[config.mk]
export PLATFORM = sky130hd
export DESIGN_NAME = ep_reg_window
export DESIGN_NICKNAME = d
export VERILOG_FILES = /design/src/rtl/ep_win_pkg.sv /design/src/rtl/ep_win_index.sv /design/src/rtl/ep_win_bank.sv /design/src/rtl/ep_win_rdmux.sv /design/src/rtl/ep_reg_window.sv
export SDC_FILE = /design/constraint.sdc
export NUM_CORES = 1
export LEC_CHECK = 0
export BUFFER_PORTS_ARGS = -buffer_cell sky130_fd_sc_hd__buf_2
export CORE_ASPECT_RATIO = 0.7
export CORE_UTILIZATION = 40
export CTS_CLUSTER_SIZE = 24
export DETAILED_ROUTE_END_ITERATION = 7
export GPL_ROUTABILITY_DRIVEN = 0
export PLACE_DENSITY = 0.65
export SLEW_MARGIN = 5
export SYNTH_ARGS = -nofsm -noshare
export SYNTH_HDL_FRONTEND = slang
export SYNTH_SLANG_ARGS = --single-unit
[constraint.sdc]
create_clock -name clk -period 2.2 [get_ports clk]
set_input_delay 0.44 -clock clk [delete_from_list [all_inputs] [get_ports clk]]
set_output_delay 0.44 -clock clk [all_outputs]
set_load 0.03 [all_outputs]
[src/rtl/ep_win_pkg.sv]
package ep_win_pkg;
  parameter int NUM_EP = 7;
  parameter int DATA_W = 8;
  parameter int STAT_W = 4;
  parameter int CNT_W  = 7;
  parameter int ADDR_W = 2;
  localparam int IDX_W = $clog2(NUM_EP);

  typedef enum logic [ADDR_W-1:0] {
    WIN_SEL  = 2'd0,
    WIN_CFG  = 2'd1,
    WIN_STAT = 2'd2,
    WIN_CNT  = 2'd3
  } win_addr_e;

  typedef enum logic [1:0] {
    XFER_CTRL = 2'b00,
    XFER_ISO  = 2'b01,
    XFER_BULK = 2'b10,
    XFER_INTR = 2'b11
  } xfer_type_e;

  localparam int CFG_EN_BIT  = 7;
  localparam int CFG_DIR_BIT = 2;
endpackage

[src/rtl/ep_win_index.sv]
module ep_win_index
  import ep_win_pkg::*;
(
  input  logic              clk,
  input  logic              rst,
  input  logic              wr_en,
  input  logic [DATA_W-1:0] wdata,
  output logic [IDX_W-1:0]  sel
);
  always_ff @(posedge clk) begin
    if (rst)
      sel <= '0;
    else if (wr_en && (int'(wdata) < NUM_EP))
      sel <= wdata[IDX_W-1:0];
  end

  AST_SEL_RANGE: assert property (@(posedge clk) disable iff (rst)
    int'(sel) < NUM_EP);
  AST_SEL_KEEP: assert property (@(posedge clk) disable iff (rst)
    (wr_en && int'(wdata) >= NUM_EP) |=> $stable(sel));
endmodule

[src/rtl/ep_win_bank.sv]
module ep_win_bank
  import ep_win_pkg::*;
#(
  parameter bit IS_EP0 = 1'b0
) (
  input  logic              clk,
  input  logic              rst,
  input  logic              cfg_we,
  input  logic              st_clr_we,
  input  logic              cnt_we,
  input  logic [DATA_W-1:0] wdata,
  input  logic              sie_hit,
  input  logic [STAT_W-1:0] sie_set,
  input  logic              sie_cnt_we,
  input  logic [CNT_W-1:0]  sie_cnt,
  output logic [DATA_W-1:0] cfg,
  output logic [STAT_W-1:0] st,
  output logic [CNT_W-1:0]  cnt
);
  logic       en_q;
  logic       dir_q;
  logic [1:0] typ_q;

  generate
    if (IS_EP0) begin : g_fixed
      assign en_q  = 1'b1;
      assign dir_q = 1'b0;
      assign typ_q = XFER_CTRL;
    end else begin : g_prog
      always_ff @(posedge clk) begin
        if (rst) begin
          en_q  <= 1'b0;
          dir_q <= 1'b0;
          typ_q <= XFER_CTRL;
        end else if (cfg_we) begin
          en_q  <= wdata[CFG_EN_BIT];
          dir_q <= wdata[CFG_DIR_BIT];
          typ_q <= wdata[1:0];
        end
      end
    end
  endgenerate

  always_comb begin
    cfg              = '0;
    cfg[CFG_EN_BIT]  = en_q;
    cfg[CFG_DIR_BIT] = dir_q;
    cfg[1:0]         = typ_q;
  end

  logic [STAT_W-1:0] clr_mask;
  logic [STAT_W-1:0] set_mask;
  assign clr_mask = st_clr_we ? wdata[STAT_W-1:0] : '0;
  assign set_mask = sie_hit ? sie_set : '0;

  always_ff @(posedge clk) begin
    if (rst) begin
      st  <= '0;
      cnt <= '0;
    end else begin
      st <= (st & ~clr_mask) | set_mask;
      if (sie_hit && sie_cnt_we)
        cnt <= sie_cnt;
      else if (cnt_we)
        cnt <= wdata[CNT_W-1:0];
    end
  end

  AST_STAT_SET: assert property (@(posedge clk) disable iff (rst)
    sie_hit |=> ((st & $past(sie_set)) == $past(sie_set)));
  AST_STAT_CLR: assert property (@(posedge clk) disable iff (rst)
    (st_clr_we && !sie_hit) |=> ((st & $past(wdata[STAT_W-1:0])) == '0));
  AST_CNT_SIE_WINS: assert property (@(posedge clk) disable iff (rst)
    (sie_hit && sie_cnt_we) |=> (cnt == $past(sie_cnt)));
  AST_IDLE_HOLD: assert property (@(posedge clk) disable iff (rst)
    (!cfg_we && !st_clr_we && !cnt_we && !sie_hit) |=> ($stable(st) && $stable(cnt) && $stable(cfg)));
endmodule

[src/rtl/ep_win_rdmux.sv]
module ep_win_rdmux
  import ep_win_pkg::*;
(
  input  logic                          clk,
  input  logic                          rst,
  input  logic                          rd,
  input  logic [ADDR_W-1:0]             addr,
  input  logic [IDX_W-1:0]              sel,
  input  logic [NUM_EP-1:0][DATA_W-1:0] cfg_a,
  input  logic [NUM_EP-1:0][STAT_W-1:0] st_a,
  input  logic [NUM_EP-1:0][CNT_W-1:0]  cnt_a,
  output logic [DATA_W-1:0]             rdata
);
  logic [DATA_W-1:0] rd_next;

  always_comb begin
    rd_next = '0;
    case (win_addr_e'(addr))
      WIN_SEL:  rd_next[IDX_W-1:0]  = sel;
      WIN_CFG:  rd_next             = cfg_a[sel];
      WIN_STAT: rd_next[STAT_W-1:0] = st_a[sel];
      WIN_CNT:  rd_next[CNT_W-1:0]  = cnt_a[sel];
      default:  rd_next             = '0;
    endcase
  end

  always_ff @(posedge clk) begin
    if (rst)
      rdata <= '0;
    else if (rd)
      rdata <= rd_next;
  end

  AST_RD_HOLD: assert property (@(posedge clk) disable iff (rst)
    !rd |=> $stable(rdata));
endmodule

[src/rtl/ep_reg_window.sv]
module ep_reg_window
  import ep_win_pkg::*;
(
  input  logic              clk,
  input  logic              rst,
  input  logic              cpu_wr,
  input  logic              cpu_rd,
  input  logic [1:0]        cpu_addr,
  input  logic [7:0]        cpu_wdata,
  output logic [7:0]        cpu_rdata,
  input  logic [2:0]        sie_ep,
  input  logic [3:0]        sie_stat_set,
  input  logic              sie_cnt_we,
  input  logic [6:0]        sie_cnt
);
  logic [IDX_W-1:0]              sel;
  logic [NUM_EP-1:0][DATA_W-1:0] cfg_a;
  logic [NUM_EP-1:0][STAT_W-1:0] st_a;
  logic [NUM_EP-1:0][CNT_W-1:0]  cnt_a;
  logic [NUM_EP-1:0]             bank_wr;

  ep_win_index u_index (
    .clk   (clk),
    .rst   (rst),
    .wr_en (cpu_wr && (cpu_addr == WIN_SEL)),
    .wdata (cpu_wdata),
    .sel   (sel)
  );

  genvar gi;
  generate
    for (gi = 0; gi < NUM_EP; gi++) begin : g_bank
      logic here;
      assign here        = (sel == IDX_W'(gi));
      assign bank_wr[gi] = cpu_wr && here && (cpu_addr != WIN_SEL);
      ep_win_bank #(.IS_EP0(gi == 0)) u_bank (
        .clk        (clk),
        .rst        (rst),
        .cfg_we     (bank_wr[gi] && (cpu_addr == WIN_CFG)),
        .st_clr_we  (bank_wr[gi] && (cpu_addr == WIN_STAT)),
        .cnt_we     (bank_wr[gi] && (cpu_addr == WIN_CNT)),
        .wdata      (cpu_wdata),
        .sie_hit    (sie_ep == IDX_W'(gi)),
        .sie_set    (sie_stat_set),
        .sie_cnt_we (sie_cnt_we),
        .sie_cnt    (sie_cnt),
        .cfg        (cfg_a[gi]),
        .st         (st_a[gi]),
        .cnt        (cnt_a[gi])
      );
    end
  endgenerate

  ep_win_rdmux u_rdmux (
    .clk   (clk),
    .rst   (rst),
    .rd    (cpu_rd),
    .addr  (cpu_addr),
    .sel   (sel),
    .cfg_a (cfg_a),
    .st_a  (st_a),
    .cnt_a (cnt_a),
    .rdata (cpu_rdata)
  );

  AST_ONE_BANK_WR: assert property (@(posedge clk) disable iff (rst)
    $onehot0(bank_wr));
  AST_EP0_CFG: assert property (@(posedge clk) disable iff (rst)
    (cpu_rd && cpu_addr == WIN_CFG && sel == '0) |=> (cpu_rdata == 8'h80));
endmodule

# After elaboration in Yosys (flattened, before gate mapping)
# Index checks and enable logic that the tools add are counted.
# classes
muxes	38
eq_ne	15
order_cmp	2
n_bitwise	21
n_reduce_logical	54
# op_table
operator	n
7-bit 2-to-1 mux	15
4-bit 2-to-1 mux	15
1-bit logical AND	43
4-bit AND	7
4-bit NOT	7
4-bit bitwise OR	7
8-bit binary-select mux with 3-bit select	1
7-bit binary-select mux with 3-bit select	1
3-bit equality test, second input constant	6
2-bit nonzero test	8
4-bit binary-select mux with 3-bit select	1
3-bit by 2-bit equality test with 1-bit output, second input constant	4
3-bit case mux with 4 select lines	1
8-bit by 3-bit less-than comparator with 1-bit output, second input constant	1
8-bit 2-to-1 mux	1
3-bit by 1-bit equality test with 1-bit output, second input constant	2
3-bit zero test	2
3-bit case mux with 2 select lines	1
2-bit equality test, second input constant	2
3-bit by 4-bit less-than comparator with 1-bit output, second input constant	1
1-bit case mux with 3 select lines	1
2-bit by 1-bit equality test with 1-bit output, second input constant	1
2-bit zero test	1
1-bit 2-to-1 mux	1
# totals
in_bits	29
elab_cells	164
ff_bits	112
output_inout_bits	8

# Longest topological paths before layout
# Gate-level depths: netlist of the first run.
# logic_depth
ltp_word	8
depth_mapped	8
mapped_depth_nobuf	5

# By module
# Synthesis of the first run repeated with hierarchy kept, for this count alone.
# hier_totals
cells_unflattened	676
hier_area_um2	6643.9
# modules_own_cells
mod	area_each_um2	cells_per_inst	n_inst	seq_area_each_um2
ep_win_bank at g_bank[1].u_bank ...	701.9	68	6	300.3
ep_win_rdmux	1476.4	150	1	160.2
ep_win_bank at g_bank[0].u_bank	584.3	58	1	220.2
ep_reg_window	221.5	41	1	0.0
ep_win_index	150.1	19	1	60.1

# Worst setup path after synthesis of the first run
# No wires, ideal clock.
# synth_timing
path_kind	input to register
from	input port sie_ep[2]
to	register g_bank[3].u_bank.cnt[4]
slack_ps	532
t_required_ps	2121
setup_time_ps	79
path_stages	8
arrival_ps	1588
path_buffers	3
path_cell_list	buf_4 > nand2b_4 > or2_1 > buf_4 > o21ai_4 > buf_6 > nor2_1 > a211oi_2
# synth_via
elab_chain_cells	3
elab_cells_between_ends	4
cone_classes	1 x eq/ne; 1 x mux; 2 x reduce/logical
# synth_rtl
element	line	text
from (decl)	ep_reg_window.sv:11	input logic [2:0] sie_ep,
3-bit by 2-bit equality test with 1-bit output (*)	ep_reg_window.sv:43	.sie_hit (sie_ep == IDX_W'(gi)),
1-bit logical AND (*)	ep_win_bank.sv:62	if (sie_hit && sie_cnt_we)
7-bit 2-to-1 mux or 2-bit nonzero test (tied branches)	--	
to (signal assigned)	ep_win_bank.sv:63	cnt <= sie_cnt;
to (signal assigned)	ep_win_bank.sv:65	cnt <= wdata[CNT_W-1:0];
to (decl)	ep_win_bank.sv:18	output logic [CNT_W-1:0] cnt
# Mark *: on every way between the ends. The rest lies on a longest branch, timed or not.
# A chain may end at the register's enable or synchronous reset.

# Final worst setup path of the first run
# layout_timing
from	register u_index.sel[1]
to	register g_bank[5].u_bank.cnt[4]
# layout_via
elab_chain_cells	5
# layout_rtl
element	line	text
from (decl)	ep_win_index.sv:8	output logic [IDX_W-1:0] sel
from (signal assigned)	ep_win_index.sv:14	sel <= wdata[IDX_W-1:0];
3-bit equality test	ep_reg_window.sv:34	assign here = (sel == IDX_W'(gi));
1-bit logical AND (2 in series)	ep_reg_window.sv:35	assign bank_wr[gi] = cpu_wr && here && (cpu_addr != WIN_SEL);
1-bit logical AND	ep_reg_window.sv:41	.cnt_we (bank_wr[gi] && (cpu_addr == WIN_CNT)),
2-bit nonzero test (no source line)	--	
to (signal assigned)	ep_win_bank.sv:63	
to (signal assigned)	ep_win_bank.sv:65	
to (decl)	ep_win_bank.sv:18	
# Every way passes these cells.

==> results of run 1 <==
[synthesized netlist by cell type (2+ instances only)]
library cell / count
a211oi_1: 40
a211oi_2: 6
a21oi_1: 27
a221oi_1: 2
a22oi_1: 29
and3_1: 2
buf_1: 3
buf_2: 10
buf_4: 10
buf_6: 6
clkbuf_1: 25
dfxtp_1: 112
inv_1: 2
mux2_2: 5
mux2i_1: 86
mux4_2: 11
nand2_1: 52
nand2_2: 2
nand2b_1: 4
nand2b_4: 2
nand3_1: 10
nand4_1: 2
nand4b_1: 2
nor2_1: 125
nor2_2: 5
nor2b_1: 6
nor3_1: 6
o211ai_1: 4
o21ai_0: 5
o21ai_4: 2
o221ai_1: 2
o2bb2ai_1: 4
o31a_1: 2
or2_1: 3
or3_1: 2
[per-layer routing]
| metal | wire length [µm] | global-route usage (%) | vias to the layer above |
|---|---|---|---|
| li1 | - | - | 2328 |
| met1 | 7926 | 33.43 | 2392 |
| met2 | 6593 | 32.19 | 206 |
| met3 | 1156 | 3.816 | 18 |
| met4 | 180 | 4.888 | 0 |
| met5 | 0 | 0 | - |
[sequential cells by signal, indices dropped and copies added (netlist names)]
signal               flops
g_bank.u_bank.cnt       49
g_bank.u_bank.st        28
g_bank.u_bank.typ_q     12
u_rdmux.rdata            8
g_bank.u_bank.dir_q      6
g_bank.u_bank.en_q       6
u_index.sel              3
[timing repair]
item,in CTS,in global routing
endpoints found under the setup margin,0,13
hold buffers,0,0
resized for setup,0,2
setup buffers,0,0
[cells by family after synthesis]
| family | Yosys count | synth area share (%) |
|---|---|---|
| compound gates | 134 | 17.89 |
| buf+inv | 59 | 5.615 |
| flops | 112 | 38.26 |
| mux | 102 | 19.88 |
| simple gates | 234 | 18.36 |
[worst min-delay path: cells and delay by family]
family	cells	cell delay (ns)
AOI/OAI and AO/OA	1	0.06
and+or+nand+nor	1	0.08
buffers and inverters	1	0.15
[where the power goes]
part,internal (W),switching (W)
Sequential,0.00208,0.0000350
Clock,0.000924,0.000768
Combinational,0.000157,0.000280
[layout make-up]
cell class / instances / share of cell area, %
Timing Repair Buffer: 59 / 5.871
Tap cell: 190 / 3.669
Clock buffer: 11 / 3.747
Inverter: 3 / 0.1738
Sequential cell: 112 / 34.69
Clock inverter: 5 / 0.9656
Multi-Input combinational cell: 470 / 50.89
[path summary, 6_finish.rpt]
| check | startpoint | endpoint | slack [ns] |
|---|---|---|---|
| worst max-delay path | u_index.sel[1] | g_bank[5].u_bank.cnt[4] | 0.23 |
| worst min-delay path | cpu_wdata[7] | g_bank[1].u_bank.en_q | 0.43 |
| worst max register to register | u_index.sel[1] | g_bank[5].u_bank.cnt[4] | 0.23 |
| worst min register to register | g_bank[1].u_bank.dir_q | g_bank[1].u_bank.dir_q | 0.46 |
[stage by stage]
step,std cells,hold slack (ns),worst slack [ns],total power [W],util [%]
floorplan,641,0.4338,0.5322,0.002440,-
global placement,834,0.4386,0.1499,0.002580,43.76
detailed placement,834,0.4512,0.05745,0.002592,43.76
CTS,850,0.4219,0.03632,0.004260,45.93
global route,850,0.4650,0.02911,0.004381,45.95
finish,850,0.4317,0.2331,0.004244,45.95
==> flow_metrics.tcl, run 1 <==
set metrics [dict create \
    ant_nets 0 \
    cts_sinks 112 \
    yosysWarnings 0 \
    coreArea_mm2 0.01410 \
    startpoint_type "flop" \
    synth_area_per_cell_um2 9.143 \
    ys_seq_area_share_pct 38.26 \
    nFillCells 1361 \
    fp.dieW_um 146.7 \
    synth_nets 670 \
    start_util_pct 41.57 \
    syn_area_mm2 0.005861 \
    r2r_cells 5 \
    final_layout_size_suffix_gt1_share_pct 18.64 \
    viasPerCell 5.816 \
    route.detailed.drc 0 \
    cellPowerDensity_mw_per_mm2 655.1 \
    synth_enable_flop_cells 0 \
    cts_tree "built" \
    std_cell_rows 36 \
    antenna_found_initial 0 \
    layout.nets 684 \
    io_buffers 36 \
    drtIter0Drc 383 \
    drt-total-wl_um 15860 \
    dpl_cell_area_mm2 0.006170 \
    design_area_mm2 0.006479 \
    dieArea_mm2 0.01515 \
    rsz0062_at_grt "no" \
    relSlewSlack_pct 50.06 \
    grt_pass1_wl_um 25740 \
    grt_pass1_vias 4621 \
    yosys.area.top_type "dfxtp_1" \
    final.setup.tns_ns 0 \
    cts-root-buf "clkbuf_16" \
    hold_viol 0 \
    area_growth_pct 10.55 \
    crit_path_end_kind "flop" \
    cts_buffers 9 \
    cts.clk_slew.worst_paths_ns 0.08 \
    netlist.area_leader.share_pct 38.26 \
    synth.area.top_cells "dfxtp_1 38%, mux2i_1 15%, nor2_1 8.0%" \
    async_flop_share_pct 0 \
    worstSetupPathType "reg -> reg" \
    leakagePower_nw 2.279 \
    drv_cap 0 \
    dpl.hpwl_um 11430 \
    setup-violations-final 0 \
    layout_commonest_cell "nor2_1" \
    hold_depth 3 \
    grtUsageTotal_pct 22.03 \
    h-tree-depth 3 \
    fmax_mhz 508.4 \
    ys.flop_type "dfxtp_1" \
    maxSlewViolCount 0 \
    finClkSkew_ns 0.01080 \
    dr.pass1.iters 5 \
    status "completed" \
    period_minus_slack_ns 1.967 \
    max_stage_delay_ns 0.54 \
    tightest_slew_ns 0.7491 \
    timing.critical_path.buf_inv 1 \
    cp.required_ns 2.46 \
    ys_ff_latch 112 \
    cp_top_family "compound AO/OA/AOI/OAI gates" \
    post-route-period-util_pct 89.40 \
    seq_area_mm2 0.002247 \
    synthesis.instances 641 \
    multi_input_area_mm2 0.003297 \
    cp_cell_sequence "buf_4 -> nand2b_1 -> o21ai_2 -> nor2_1 -> a211oi_1" \
    num_io_pins 37 \
    layout_common_cells "125 x nor2_1, 110 x dfxtp_1, 86 x mux2i_1" \
    slowest_stage "o21ai_2" \
    fp.dieH_um 103.3 \
    arrival_ns 2.23 \
    insertedDiodeCount 0 \
    via_count 4944 \
    cp_max_fo 14 \
    grt-ovfl-total 0 \
    hold_class "in -> reg" \
    insertion_delay_ns 0.35 \
    clk_path_buf_depth 2 \
    grt_max_degree 63 \
    drt-wirelength-per-cell_um 18.65 \
    ir_drop_mv 0.3851 \
    ys_types 60 \
    worstSetupPathDepth 5 \
]
(Power assumes the default switching activity.)
==> inputs of run 2 (changes only) <==
PLACE_DENSITY = 0.62   (was 0.65)
==> run 2 against run 1 <==
Critical endpoint is now u_rdmux.rdata[5]. Clock skew increased by 0.0015 ns. Utilization unchanged. First-iteration DRC count decreased by 22%. Critical path type unchanged. Setup slack got worse by 0.12 ns.
==> flow_metrics.tcl, run 2 (synthesis gave the netlist of run 1 again) <==
set metrics [dict create \
    grt_busiest_layer "met1" \
    hold_viol 0 \
    via_count 4884 \
    dpl.hpwl_um 11600 \
    coreArea_mm2 0.01410 \
    drt-total-wl_um 16020 \
    status "completed" \
    drv_cap 0 \
    rsz0062_at_grt "no" \
    start_util_pct 41.57 \
    cts.clk_slew.worst_paths_ns 0.07 \
    fp.dieH_um 103.3 \
    cts_tree "built" \
    post-route-period-util_pct 94.77 \
    cts_buffers 9 \
    layout_common_cells "125 x nor2_1, 110 x dfxtp_1, 86 x mux2i_1" \
    period_minus_slack_ns 2.085 \
    cts-root-buf "clkbuf_16" \
    layout_commonest_cell "nor2_1" \
    setup-violations-final 0 \
    top_register "g_bank.u_bank.cnt" \
    cp.required_ns 2.48 \
    drtIter0Drc 297 \
    finClkSkew_ns 0.01232 \
    holdWs_ns 0.4420 \
    leakagePower_nw 2.287 \
    hp-start "cpu_wdata[7]" \
    std_cell_rows 36 \
    viasPerCell 5.732 \
    finalWorstSetupSlack_ns 0.1151 \
    r2r_start "u_index.sel[0]" \
    area_growth_pct 10.55 \
    grt_pass1_wl_um 25990 \
    grt_use_met2_pct 33.03 \
    final_layout_size_suffix_gt1_share_pct 18.88 \
    tightest_slew_ns 0.6168 \
    insertion_delay_ns 0.36 \
    startpoint_type "flop" \
    antenna_found_initial 0 \
    grtUsageTotal_pct 22.24 \
    dieArea_mm2 0.01515 \
    fp.dieW_um 146.7 \
    grt_pass1_vias 4638 \
    grt_max_degree 57 \
    fin_util_pct 45.95 \
    cp_max_fo 19 \
    cts_hold_buf 0 \
    postCtsResizedCells 0 \
    ir_drop_mv 0.3334 \
    cellPowerDensity_mw_per_mm2 656.0 \
    final.setup.tns_ns 0 \
    reg_top3 "g_bank.u_bank.cnt: 49 flops, g_bank.u_bank.st: 28 flops, g_bank.u_bank.typ_q: 12 flops" \
    h-tree-depth 3 \
    cts_setup_buffers 0 \
    drt-wirelength-per-cell_um 18.81 \
    grtUsageMet1_pct 33.15 \
    ant_nets 0 \
    grt-ovfl-total 0 \
    relSlewSlack_pct 58.87 \
    clk_path_buf_depth 2 \
    fmax_mhz 479.6 \
    dp_slack_ns 0.1525 \
    largest_register_ffs 49 \
    io_buffers 36 \
    critPathLaunch "u_index.sel[0]" \
    num_io_pins 37 \
    worstSetupPathType "reg -> reg" \
    arrival_ns 2.36 \
    layout.nets 686 \
    maxSlewViolCount 0 \
    cts_sinks 112 \
    route.detailed.drc 0 \
    dr.pass1.iters 7 \
    met3_usage_pct 4.342 \
    insertedDiodeCount 0 \
    crit_path_end_kind "flop" \
    hold_class "in -> reg" \
]
run 2: cell types whose count changed in the layout (fill, tap and decap cells not counted):
cell,change
inv_6,-1
dfxtp_4,-1
clkinv_2,+1
buf_4,+3
and2b_1,+1
clkinv_4,+1
and2b_2,-1
clkbuf_1,-1
dfxtp_2,+1
buf_12,-1
run 2: worst paths after layout:
check / end / slack (ns) / cells past startpoint
max: u_rdmux.rdata[5] / 0.12 / 5
min: g_bank[2].u_bank.en_q / 0.44 / 3
max reg2reg: u_rdmux.rdata[5] / 0.12 / 5
min reg2reg: g_bank[1].u_bank.en_q / 0.46 / 2
run 2: layout make-up:
class | instances | area, µm²
inverter | 3 | 11.26
multi-input combinational | 470 | 3296
clock inverter | 6 | 67.56
fill | 1359 | 7620
sequential | 112 | 2245
timing repair buffer | 61 | 382.9
tap | 190 | 237.7
clock buffer | 10 | 239.0
run 2: report_power, final:
part           switching, W  leakage, nW  total, W  internal [W]
registers         0.0000336        0.909   0.00211       0.00208
clock network      0.000776        0.145   0.00169      0.000919
logic              0.000283         1.23  0.000440      0.000157
run 2: critical path: stages (launching register included):
cell and delay [ns]:
dfxtp_2 0.67, and2b_1 0.54, o2bb2ai_1 0.18, mux2i_1 0.12, or3_1 0.35, a21oi_1 0.15
run 2: layer usage:
metal	part of all wire (%)	vias to the layer above	routed length, µm
met5	0	-	0
met4	0.75	0	120
met3	6.5	13	1042
met2	42	179	6696
met1	51	2357	8163
li1	-	2335	-
run 2: stage by stage:
stage	cell area [µm²]	instances	power, W
floorplan	5861	641	0.002440
global placement	6172	836	0.002584
detailed placement	6172	836	0.002595
CTS	6479	852	0.004274
global route	6479	852	0.004405
finish	6479	852	0.004250
